===== src/rtl/can_bit_timer.sv =====
module can_bit_timer #(
  parameter int BRP_W = 6,
  parameter int T1_W  = 4,
  parameter int T2_W  = 3,
  parameter int SJW_W = 2
) (
  input  logic             clk,
  input  logic             rst_n,
  input  logic [BRP_W-1:0] brp,
  input  logic [T1_W-1:0]  tseg1,
  input  logic [T2_W-1:0]  tseg2,
  input  logic [SJW_W-1:0] sjw,
  input  logic             hsync_en,
  input  logic             rx,
  output logic             tq_tick,
  output logic             sample_strobe,
  output logic             bit_strobe,
  output logic             sampled_bit,
  output logic             cfg_err
);
  localparam int PC_W  = BRP_W + 1;
  localparam int CNT_W = ((T1_W > SJW_W) ? T1_W : SJW_W) + 1;

  typedef enum logic [1:0] {SEG_SYNC, SEG_PH1, SEG_PH2} seg_t;

  seg_t             seg;
  logic [PC_W-1:0]  pc;
  logic [CNT_W-1:0] cnt, lim, lim_eff, perr, jump, jmax;
  logic             used, rx_s, rx_p;

  wire edge_f  = rx_p & ~rx_s;
  wire hs      = edge_f & hsync_en;
  wire rs      = edge_f & ~hsync_en & ~used & (seg != SEG_SYNC);

  assign jmax    = CNT_W'(sjw) + CNT_W'(1);
  assign tq_tick = (pc == {brp, 1'b1});
  assign cfg_err = (tseg1 <= T1_W'(tseg2)) | (tseg2 == '0);

  always_comb begin
    perr    = (seg == SEG_PH1) ? cnt + CNT_W'(1) : lim - cnt;
    jump    = rs ? ((perr < jmax) ? perr : jmax) : '0;
    lim_eff = (seg == SEG_PH1) ? lim + jump : lim - jump;
  end

  wire at_end = tq_tick & ~hs & (cnt == lim_eff);
  assign sample_strobe = at_end & (seg == SEG_PH1);
  assign bit_strobe    = at_end & (seg == SEG_PH2);

  always_ff @(posedge clk or negedge rst_n) begin
    if (!rst_n) begin
      rx_s        <= 1'b1;
      rx_p        <= 1'b1;
      sampled_bit <= 1'b1;
    end else begin
      rx_s <= rx;
      rx_p <= rx_s;
      if (sample_strobe) sampled_bit <= rx_s;
    end
  end

  always_ff @(posedge clk or negedge rst_n) begin
    if (!rst_n) begin
      pc   <= '0;
      seg  <= SEG_SYNC;
      cnt  <= '0;
      lim  <= '0;
      used <= 1'b0;
    end else if (hs) begin
      pc   <= '0;
      seg  <= SEG_SYNC;
      cnt  <= '0;
      lim  <= '0;
      used <= 1'b1;
    end else begin
      lim <= lim_eff;
      if (rs) used <= 1'b1;
      if (tq_tick) begin
        pc <= '0;
        if (cnt == lim_eff) begin
          cnt <= '0;
          case (seg)
            SEG_SYNC: begin seg <= SEG_PH1;  lim <= CNT_W'(tseg1); end
            SEG_PH1:  begin seg <= SEG_PH2;  lim <= CNT_W'(tseg2); end
            default:  begin seg <= SEG_SYNC; lim <= '0; used <= 1'b0; end
          endcase
        end else begin
          cnt <= cnt + CNT_W'(1);
        end
      end else begin
        pc <= pc + PC_W'(1);
      end
    end
  end
endmodule


===== config.mk =====
export PLATFORM = sky130hd
export DESIGN_NAME = can_bit_timer
export DESIGN_NICKNAME = d
export VERILOG_FILES = /design/src/rtl/can_bit_timer.sv
export SDC_FILE = /design/constraint.sdc
export NUM_CORES = 1
export LEC_CHECK = 0
export BUFFER_PORTS_ARGS = -buffer_cell sky130_fd_sc_hd__buf_2
export CORE_AREA = 2 2 60 62
export DETAILED_ROUTE_END_ITERATION = 7
export DIE_AREA = 0 0 62 64
export PLACE_DENSITY = 0.94
export RECOVER_POWER = 100
export REMOVE_ABC_BUFFERS = 1
export SETUP_SLACK_MARGIN = 0.5
export SLEW_MARGIN = 20
export SYNTH_ARGS = -nofsm -noshare
export SYNTH_HDL_FRONTEND = slang
export SYNTH_SLANG_ARGS = --single-unit

===== constraint.sdc =====
create_clock -name clk -period 20.3 [get_ports clk]
set_input_delay 5.075 -clock clk [delete_from_list [all_inputs] [get_ports clk]]
set_output_delay 5.075 -clock clk [all_outputs]
set_load 0.1 [all_outputs]

==> impl_results.md, run 1 <==
- TritonRoute pass-1 iters: 5
- Placement Setup Slack: 5.08 ns
- CTS resizes: 0
- I/O pin count: 24
- DIE HEIGHT: 64 µm
- H-tree depth: 1
- Period utilization: 77.8%
- Routed WL: 3.99 mm
- Clk slew on worst S/H paths: 0.13 ns
- Mean Syn Cell Area: 9.21 µm²
- Post-CTS Hold Fix Bufs: 0
- Std cell rows: 21
- Fraction of layout cells with a size suffix above 1: 14.3%
- Max clock buf depth: 2
- Type of origin of the critical path: primary input
- N_diodes: 0
- Area of the die: 3970 µm²
- Global-route wire length before repair: 6.91 mm
- WHS Endpoint: rx_p$_DFF_PN1_
- Post-synthesis cell count: 218
- Reg-to-reg endpoint: lim[3]$_DFF_PN0_
- Pwr Density: 66.5 nW/µm²
- ANT nets after route: 0
- Post-synth EDFFs: 0
- Hold Path Origin: rx_s$_DFF_PN1_
- Clock Latency Late Sink: 0.32 ns
- Number of synthesis warnings: 0
- Fill cell count: 277
- Arrival time worst endpoint: 10.71 ns
- Final count of negative-setup-slack endpoints: 0
- Area grow syn2layout: 5.73%
- RSZ-0062 raised after global routing: false
- Port Buf Inserts: 23
- Starting density of the core: 61.1%
- Final core utilization: 64.6%
- Synthesized flop and latch total: 23
- Vias: 1668
- Via density: 5.87
- Cell area after layout: 2120 µm²
- Hold Path Class: reg -> reg
- Clk root buf: clkbuf_4
- GRT Total Usage: 22.6%
- Post-synth cell types: 54
- Vias in the first global route: 1666
- Final hold viol count: 0
- Slew headroom: 13.0%
- NumNets Final: 277
- Placed cell area: 2130 µm²
- Final setup TNS: 0 ns
- Clock skew: 0.00321 ns
- Status: complete, no violations
- Antenna violations before repair: 0
- Pin count of the biggest net entering global routing: 24
- Post-route DRC: 0
- Fin crit period: 15.79 ns
- Setup CP Type: in -> out
- Sequential-to-total area share from yosys stat: 28.8%
- RePlAce Congestion: 0.888
- Slew Viols, Final: 0
- Fmax: 63.3 MHz
- Post-synthesis async set-or-reset flop share: 100%
- HPWL after DPL: 3.14 mm
- # Max-Cap Violations: 0
- Maximum vdd drop: 48.0 µV
- CP Capture Type: output port
- Die width: 62 µm
- Worst-Margin Slew: 1.29 ns
- Total grt overflow: 0
- Worst path required time: 15.23 ns
- Post-CTS Setup Bufs: 0
- DRT iter0 DRCs: 75
- Pwr Total: 141 µW
- Post-route worst setup slack: 4.51 ns
- Core area: 3280 µm²
- Mapped Area: 2010 µm²
- R2r setup slk: 13.99 ns
- Post-synth top flop: dfrtp_1
- CP Max Fanout: 11
- Path depth of the worst reg2reg path: 24
- WHS Path Cells: 0
- Num Clock Sinks: 23
- CTS tree: done
- Num CTS Buffers: 3
- Routed len/inst: 14.0 µm
- RR Startpoint: cnt[0]$_DFFE_PN0P_
- P_leak: 1.07 nW
==> where the power goes <==
| part | internal, mW | total [mW] | switching, mW |
|---|---|---|---|
| clock network | 0.00753 | 0.0219 | 0.0144 |
| registers | 0.0521 | 0.0602 | 0.00807 |
| logic | 0.0263 | 0.0591 | 0.0327 |
==> cell type report <==
cell class | count | area [µm²] | area share, %
inverters | 18 | 67.6 | 3.18
well taps | 46 | 57.6 | 2.71
multi-input cells | 169 | 1270 | 60.0
repair buffers | 24 | 114 | 5.36
flip-flops and latches | 23 | 579 | 27.3
clock buffers | 3 | 22.5 | 1.06
clock inverters | 1 | 7.51 | 0.354
==> registers in the layout (all words and copies together), names as in the netlist <==
signal       cells
used             1
cnt              5
rx_p             1
lim              5
pc               7
rx_s             1
sampled_bit      1
seg              2
==> logic make-up (layout without fill, tap and decap cells) <==
| family | Yosys count | after routing | share of synthesized area (%) |
|---|---|---|---|
| XOR/XNOR | 23 | 23 | 10.4 |
| flip-flops | 23 | 23 | 28.8 |
| multiplexers | 14 | 14 | 7.60 |
| AND/OR/NAND/NOR | 68 | 68 | 18.6 |
| AO/OA/AOI/OAI | 45 | 45 | 15.7 |
| adder cells (fa/ha/maj) | 19 | 19 | 12.6 |
| buffers and inverters | 26 | 46 | 6.23 |
==> cell usage after synthesis (all sizes together), types with 3 or more instances <==
| master | number | area [µm²] |
|---|---|---|
| xor2 | 10 | 95.1 |
| nand3 | 8 | 40.0 |
| a21o | 4 | 30.0 |
| nand2 | 19 | 71.3 |
| xnor2 | 13 | 114 |
| a21oi | 13 | 68.8 |
| mux2 | 4 | 52.6 |
| and3 | 8 | 50.1 |
| clkbuf | 3 | 11.3 |
| ha | 17 | 213 |
| mux2i | 10 | 100 |
| a31oi | 3 | 18.8 |
| o21ai | 8 | 40.0 |
| dfstp | 3 | 78.8 |
| nor2 | 12 | 45.0 |
| inv | 18 | 67.6 |
| buf | 5 | 46.3 |
| dfrtp | 20 | 500 |
==> per-layer routing <==
| metal | vias up | part of all wire [%] | track usage, % |
|---|---|---|---|
| li1 | 814 | - | - |
| met1 | 797 | 45 | 30.6 |
| met2 | 46 | 49 | 34.4 |
| met3 | 11 | 4.2 | 3.64 |
| met4 | 0 | 2.5 | 10.6 |
| met5 | - | 0 | 0 |
==> how the worst max path moves through the flow <==
| stage | start | to | slack [ns] | depth (start not counted) |
|---|---|---|---|---|
| floorplan | sjw[0] | bit_strobe | 4.43 | 21 |
| global placement | sjw[0] | bit_strobe | 5.24 | 23 |
| detailed placement | sjw[0] | bit_strobe | 5.08 | 23 |
| CTS | sjw[0] | bit_strobe | 5.10 | 23 |
| global route | sjw[0] | bit_strobe | 4.10 | 23 |
| finish | sjw[0] | bit_strobe | 4.51 | 23 |
==> worst max-delay path, cell delays in order <==
cell and delay (ns):
clkbuf_1 0.10, ha_1 0.28, inv_1 0.05, ha_1 0.26, or2_2 0.27, a21oi_1 0.14, a21oi_1 0.08, a21oi_1 0.25
mux2i_1 0.22, nand2_1 0.11, ha_1 0.30, nand2_1 0.05, o21ai_0 0.16, fa_1 0.48, a21o_1 0.19, a21oi_1 0.17
xnor2_1 0.20, mux2i_1 0.22, o41a_1 0.26, and3_1 0.21, o211ai_1 0.37, nor4b_2 0.37, clkbuf_1 0.90
==> per-stage QoR <==
| stage | hold slack, ns | cells |
|---|---|---|
| floorplan | 0.359 | 210 |
| global placement | 0.365 | 280 |
| detailed placement | 0.369 | 280 |
| CTS | 0.387 | 284 |
| global route | 0.407 | 284 |
| finish | 0.395 | 284 |
==> cells in the final DEF (no fill, tap or decap), types with 2 or more instances in the layout <==
cell and count:
o2111ai_1 2, buf_2 16, and3_1 8, a31oi_1 3, nor4_1 2, nand2b_1 2, a21oi_1 13, nand3_1 8
o21a_1 2, xor2_1 9, dfstp_2 2, o311ai_0 2, or3_1 2, dfrtp_1 20, o21ai_0 8, ha_1 17
nor3b_1 2, nor2b_1 2, clkbuf_4 3, a21o_1 4, clkbuf_1 7, xnor2_1 13, fa_1 2, mux2i_1 10
mux2_2 3, nor3_1 2, inv_1 18, nor2_1 12, nand2_1 19
No activity file was read; power rests on OpenSTA's default activity.
==> run 2: changes to the inputs <==
Settings changed: CORE_AREA 2 2 60 62 to 2 2 62 64, DIE_AREA 0 0 62 64 to 0 0 64 66, PLACE_DENSITY 0.94 to 0.89.
Clock period 20.3 ns to 15.1 ns, I/O delays scaled along.
==> run 2 against run 1 <==
  * Clock skew is 0.0027 ns higher
  * Clock-buffer cell count stayed put
  * Die area is 6.5% higher
  * Setup slack worse by 2.6 ns
  * Combinational power is 36% higher
  * Routed wire length is 1.1% higher
  * Clock power is 29% higher
  * Non-clock buffer count stayed put
  * Critical path depth stayed put
  * Sequential share of layout area hardly changed
  * Hold slack worse by 0.0056 ns
  * Critical path type unchanged
  * Largest cell class unchanged
==> impl_results.md, run 2 (synthesis results as in run 1) <==
- Slowest CP cell: clkbuf_1
- Crit path largest cell delay: 0.90 ns
- Register with the most flip-flops: pc
- Antenna violations before repair: 0
- GRT Total Usage: 21.0%
- NumNets Final: 277
- Slew Viols, Final: 0
- Clk root buf: clkbuf_4
- Fin crit period: 13.24 ns
- Period utilization: 87.7%
- RSZ-0062 raised after global routing: false
- Vias in the first global route: 1580
- Biggest regs: pc: 7 flops, cnt: 5 flops, lim: 5 flops
- Setup CP Type: in -> out
- Via density: 5.70
- Cell-internal power: 116 µW
- Clk slew on worst S/H paths: 0.13 ns
- Total grt overflow: 0
- Post-route DRC: 0
- P_leak: 1.07 nW
- Num CTS Buffers: 3
- Clk network pwr share: 14.9%
- Most frequent CP cell: a21oi_1
- Hold Path Class: reg -> reg
- Slew headroom: 7.62%
- Psw: 73.7 µW
- Max clock buf depth: 2
- Most frequent cells in the layout: dfrtp_1, nand2_1, inv_1
- Most common cell after layout, fill and taps aside: dfrtp_1
- Pin count of the biggest net entering global routing: 24
- Multi-input logic area: 1280 µm²
- Maximum vdd drop: 71.3 µV
- Core area: 3550 µm²
- Worst path required time: 11.32 ns
- Vias: 1630
- Area grow syn2layout: 5.79%
- Type of origin of the critical path: primary input
- Post-CTS Setup Bufs: 0
- Area of the die: 4220 µm²
- Num Clock Sinks: 23
- Clock skew: 0.00587 ns
- Switching Fraction: 38.9%
- Status: complete, no violations
- CTS tree: done
- Routed len/inst: 14.1 µm
- Arrival time worst endpoint: 9.46 ns
- Clock Latency Late Sink: 0.31 ns
- Fmax: 75.5 MHz
- Pwr Density: 89.2 nW/µm²
- CP Capture Type: output port
- FF+latch area: 579 µm²
- CTS resizes: 0
- Placed insts: 282
- H-tree depth: 1
- Post-CTS Hold Fix Bufs: 0
- HPWL after DPL: 3.25 mm
- Port Buf Inserts: 23
- RePlAce Congestion: 0.875
- DRT iter0 DRCs: 84
- Fraction of layout cells with a size suffix above 1: 13.0%
- Delay-heaviest family, CP: compound AO/OA/AOI/OAI gates
- Starting density of the core: 56.6%
- Final count of negative-setup-slack endpoints: 0
- Routed WL: 4.03 mm
- TritonRoute pass-1 iters: 4
- WP buf/inv: 3
- Global-route wire length before repair: 7.06 mm
- I/O pin count: 24
- Worst-Margin Slew: 1.37 ns
- # Max-Cap Violations: 0
- Crit path cell chain: clkbuf_1 -> ha_1 -> inv_1 -> ha_1 -> or2_2 -> a21oi_1 -> a21oi_1 -> a21oi_1 -> mux2i_1 -> nand2_1 -> ha_1 -> nand2_1 -> o21ai_0 -> fa_1 -> a21o_1 -> a21oi_1 -> xnor2_1 -> mux2i_1 -> o41a_1 -> and3_1 -> o211ai_1 -> nor4b_2 -> clkbuf_1
- Max FFs per register: 7
- Fill cell count: 312
- Final hold viol count: 0
- Logic pwr share: 42.3%
- Post-Layout Cell Count: 286
- ANT nets after route: 0
- N_diodes: 0
- Std cell rows: 22
- Die width: 64 µm
- Seq pwr share: 42.8%
- DIE HEIGHT: 66 µm
- CP Max Fanout: 11
- Final setup TNS: 0 ns
-- run 2: power by group through the flow --
| stage | Combinational, mW | Clock (mW) | Sequential (mW) |
|---|---|---|---|
| 2_1_floorplan | 0.0618 | 0 | 0.0806 |
| 3_3_place_gp | 0.0765 | 0 | 0.0818 |
| 3_5_place_dp | 0.0809 | 0 | 0.0823 |
| 4_1_cts | 0.0815 | 0.0281 | 0.0811 |
| 5_1_grt | 0.0896 | 0.0317 | 0.0828 |
| 6_report | 0.0801 | 0.0283 | 0.0811 |
-- run 2: path summary, 6_finish.rpt --
kind	start	end	slack (ns)	depth (start not counted)
worst max-delay path	sjw[0]	bit_strobe	1.86	23
worst min-delay path	rx_s$_DFF_PN1_	rx_p$_DFF_PN1_	0.39	0
max in group asynchronous	rst_n	cnt[0]$_DFFE_PN0P_	10.72	1
worst max register to register	cnt[0]$_DFFE_PN0P_	lim[2]$_DFF_PN0_	8.77	24
min in group asynchronous	rst_n	used$_DFF_PN0_	3.68	1
worst min register to register	rx_s$_DFF_PN1_	rx_p$_DFF_PN1_	0.39	0
-- run 2: routing by layer --
metal	share of wire (%)	GRT usage [%]
met5	0	0
met3	4.3	1.53
met1	44	28.9
met2	52	36.5
met4	0	3.80
-- run 2: metrics by stage --
step                      total power, mW  utilization (%)  instance area, µm²  setup WS, ns  hold WS, ns
final                               0.189             59.8                2120          1.86        0.389
after global routing                0.204             59.8                2120          1.32        0.398
after CTS                           0.191             60.9                2160          2.44        0.384
after detailed placement            0.163             60.1                2130          2.46        0.369
after global placement              0.158             60.1                2130          2.64        0.365
after floorplan                     0.142                -                1950          1.83        0.359
-- run 2: final cells by class --
class                      count  area share [%]
tap                           48            2.83
timing repair buffer          24            5.30
sequential                    23            27.3
clock buffer                   3            1.06
multi-input combinational    169            60.1
clock inverter                 1           0.236
inverter                      18            3.18
-- run 2: worst register-to-register path, cell delays in order, from the launching register on --
cell and delay [ns]:
dfrtp_1 0.52, ha_1 0.24, inv_1 0.06, fa_1 0.44, nand2_1 0.07, nand2_1 0.09
ha_1 0.31, or2_2 0.27, a21oi_1 0.14, a21oi_1 0.08, a21oi_1 0.27, mux2i_1 0.24
nand2_1 0.11, ha_1 0.30, nand2_1 0.05, o21ai_0 0.15, fa_1 0.47, a21o_1 0.19
a21oi_1 0.16, xnor2_1 0.21, mux2i_1 0.22, o41a_1 0.25, a21oi_1 0.12, o211ai_1 0.85
mux2_2 0.42
==> run 3: changes to the inputs <==
Settings changed: BUFFER_PORTS_ARGS -buffer_cell sky130_fd_sc_hd__buf_2 to -buffer_cell sky130_fd_sc_hd__buf_4, CTS_CLUSTER_SIZE from default to 12, REMOVE_ABC_BUFFERS 1 to default.
==> run 3 against run 2 <==
  * Combinational power shrank 0.5%
  * Clock-buffer cell count stayed put
  * Die area stayed put
  * Via count grew 0.37%
  * Register-to-register slack is essentially flat
  * Power is 0.20% higher
==> impl_results.md, run 3 (synthesis results as in run 1) <==
- I/O pin count: 24
- CTS tree: done
- Switching Fraction: 38.4%
- Num CTS Buffers: 3
- # Max-Cap Violations: 0
- Starting density of the core: 56.6%
- RePlAce Congestion: 0.841
- Via density: 5.72
- ANT nets after route: 0
- Register with the most flip-flops: pc
- Reg-to-reg endpoint: lim[2]$_DFF_PN0_
- Post-CTS Hold Fix Bufs: 0
- DRT iter0 DRCs: 87
- Clk root buf: clkbuf_4
- Fill cell count: 306
- Fraction of layout cells with a size suffix above 1: 14.3%
- Psw: 73.0 µW
- Clk slew on worst S/H paths: 0.13 ns
- TritonRoute pass-1 iters: 4
- Final setup TNS: 0 ns
- Num Clock Sinks: 23
- N_diodes: 0
- Clock skew: 0.00817 ns
- Slew headroom: 10.5%
- Pwr Total: 190 µW
- RR Startpoint: cnt[0]$_DFFE_PN0P_
- CTS resizes: 0
- NumNets Final: 277
- Path depth of the worst reg2reg path: 24
- Area of the die: 4220 µm²
- Total grt overflow: 0
- Clock Latency Late Sink: 0.32 ns
- Vias: 1636
- Fmax: 75.4 MHz
- Logic pwr share: 42.0%
- Status: complete, no violations
- Pin count of the biggest net entering global routing: 24
- Post-CTS Setup Bufs: 0
- Synth Net Count: 256
- R2r setup slk: 8.76 ns
- Hold Path Origin: rx_s$_DFF_PN1_
- Arrival time worst endpoint: 9.50 ns
- Slew Viols, Final: 0
- Cell-internal power: 117 µW
- WHS Path Cells: 0
- Worst-Margin Slew: 1.33 ns
- CP Capture Type: output port
- Pwr Density: 87.5 nW/µm²
- P_leak: 1.08 nW
- Setup CP Type: in -> out
- Max clock buf depth: 2
- Seq pwr share: 42.5%
- Routed WL: 3.95 mm
- DIE HEIGHT: 66 µm
- Port Buf Inserts: 23
- Fin crit period: 13.27 ns
- Final hold viol count: 0
- Std cell rows: 22
- GRT Total Usage: 20.6%
- Max FFs per register: 7
- Die width: 64 µm
- HPWL after DPL: 3.16 mm
- Core area: 3550 µm²
- RSZ-0062 raised after global routing: false
- Vias in the first global route: 1602
- Antenna violations before repair: 0
- Most common cell after layout, fill and taps aside: dfrtp_1
- WHS Endpoint: rx_p$_DFF_PN1_
- Hold Path Class: reg -> reg
- Most frequent cells in the layout: dfrtp_1, nand2_1, inv_1
- Period utilization: 87.9%
- Post-route DRC: 0
- Clk network pwr share: 15.6%
- Type of origin of the critical path: primary input
- Final count of negative-setup-slack endpoints: 0
- Maximum vdd drop: 66.7 µV
- Worst path required time: 11.32 ns
- Global-route wire length before repair: 6.98 mm
- H-tree depth: 1
- CP Max Fanout: 11
- Routed len/inst: 13.8 µm
- Area grow syn2layout: 8.04%
- Biggest regs: pc: 7 flops, cnt: 5 flops, lim: 5 flops
run 3: cell count changes in the layout (fill, tap and decap cells not counted), sizes merged:
cell      before  now
buf           16   15
clkbuf        11   12
clkinv         1    0
clkinvlp       0    1
run 3: how the worst max path moves through the flow:
stage,depth (start not counted),from,endpoint
after CTS,23,sjw[0],bit_strobe
after floorplan,22,sjw[0],bit_strobe
final,23,sjw[0],bit_strobe
after detailed placement,23,sjw[0],bit_strobe
after global placement,23,sjw[0],bit_strobe
after global routing,23,sjw[0],bit_strobe
run 3: per-layer routing:
metal	up-vias	track usage, %	routed length [µm]
li1	815	-	-
met1	782	27.6	1780
met2	36	36.2	2000
met3	3	1.02	142
met4	0	5.71	24
met5	-	0	0
run 3: per-stage QoR:
stage	hold slack [ns]	setup WS [ns]	util, %	std cells	cell area, µm²
2_1_floorplan	0.359	1.88	-	218	2010
3_3_place_gp	0.366	2.77	61.7	282	2190
3_5_place_dp	0.372	2.57	61.7	282	2190
4_1_cts	0.379	2.56	62.5	286	2220
5_1_grt	0.398	1.38	61.1	286	2170
6_report	0.388	1.83	61.1	286	2170
run 3: area by class of cell:
type	count	area, µm²	area share, %
tap	48	60.1	2.77
clock inverter	1	7.51	0.346
sequential	23	579	26.7
inverter	18	67.6	3.11
timing repair buffer	24	154	7.09
clock buffer	3	22.5	1.04
multi-input combinational	169	1280	58.9
run 3: power by group through the flow:
stage / logic (mW) / registers [mW] / clock network, mW
3_3_place_gp: 0.0785 / 0.0815 / 0
2_1_floorplan: 0.0657 / 0.0793 / 0
6_report: 0.0797 / 0.0806 / 0.0295
3_5_place_dp: 0.0811 / 0.0817 / 0
4_1_cts: 0.0816 / 0.0805 / 0.0301
5_1_grt: 0.0899 / 0.0822 / 0.0324
run 3: critical path, cell delays in order:
cell and delay [ns]:
clkbuf_1 0.10, ha_1 0.28, inv_1 0.05, ha_1 0.26, or2_2 0.27, a21oi_1 0.16
a21oi_1 0.09, a21oi_1 0.24, mux2i_1 0.22, nand2_1 0.11, ha_1 0.30, nand2_1 0.05
o21ai_0 0.15, fa_1 0.48, a21o_1 0.20, a21oi_1 0.20, xnor2_1 0.22, mux2i_1 0.23
o41a_1 0.23, and3_1 0.21, o211ai_1 0.38, nor4b_2 0.38, clkbuf_1 0.90
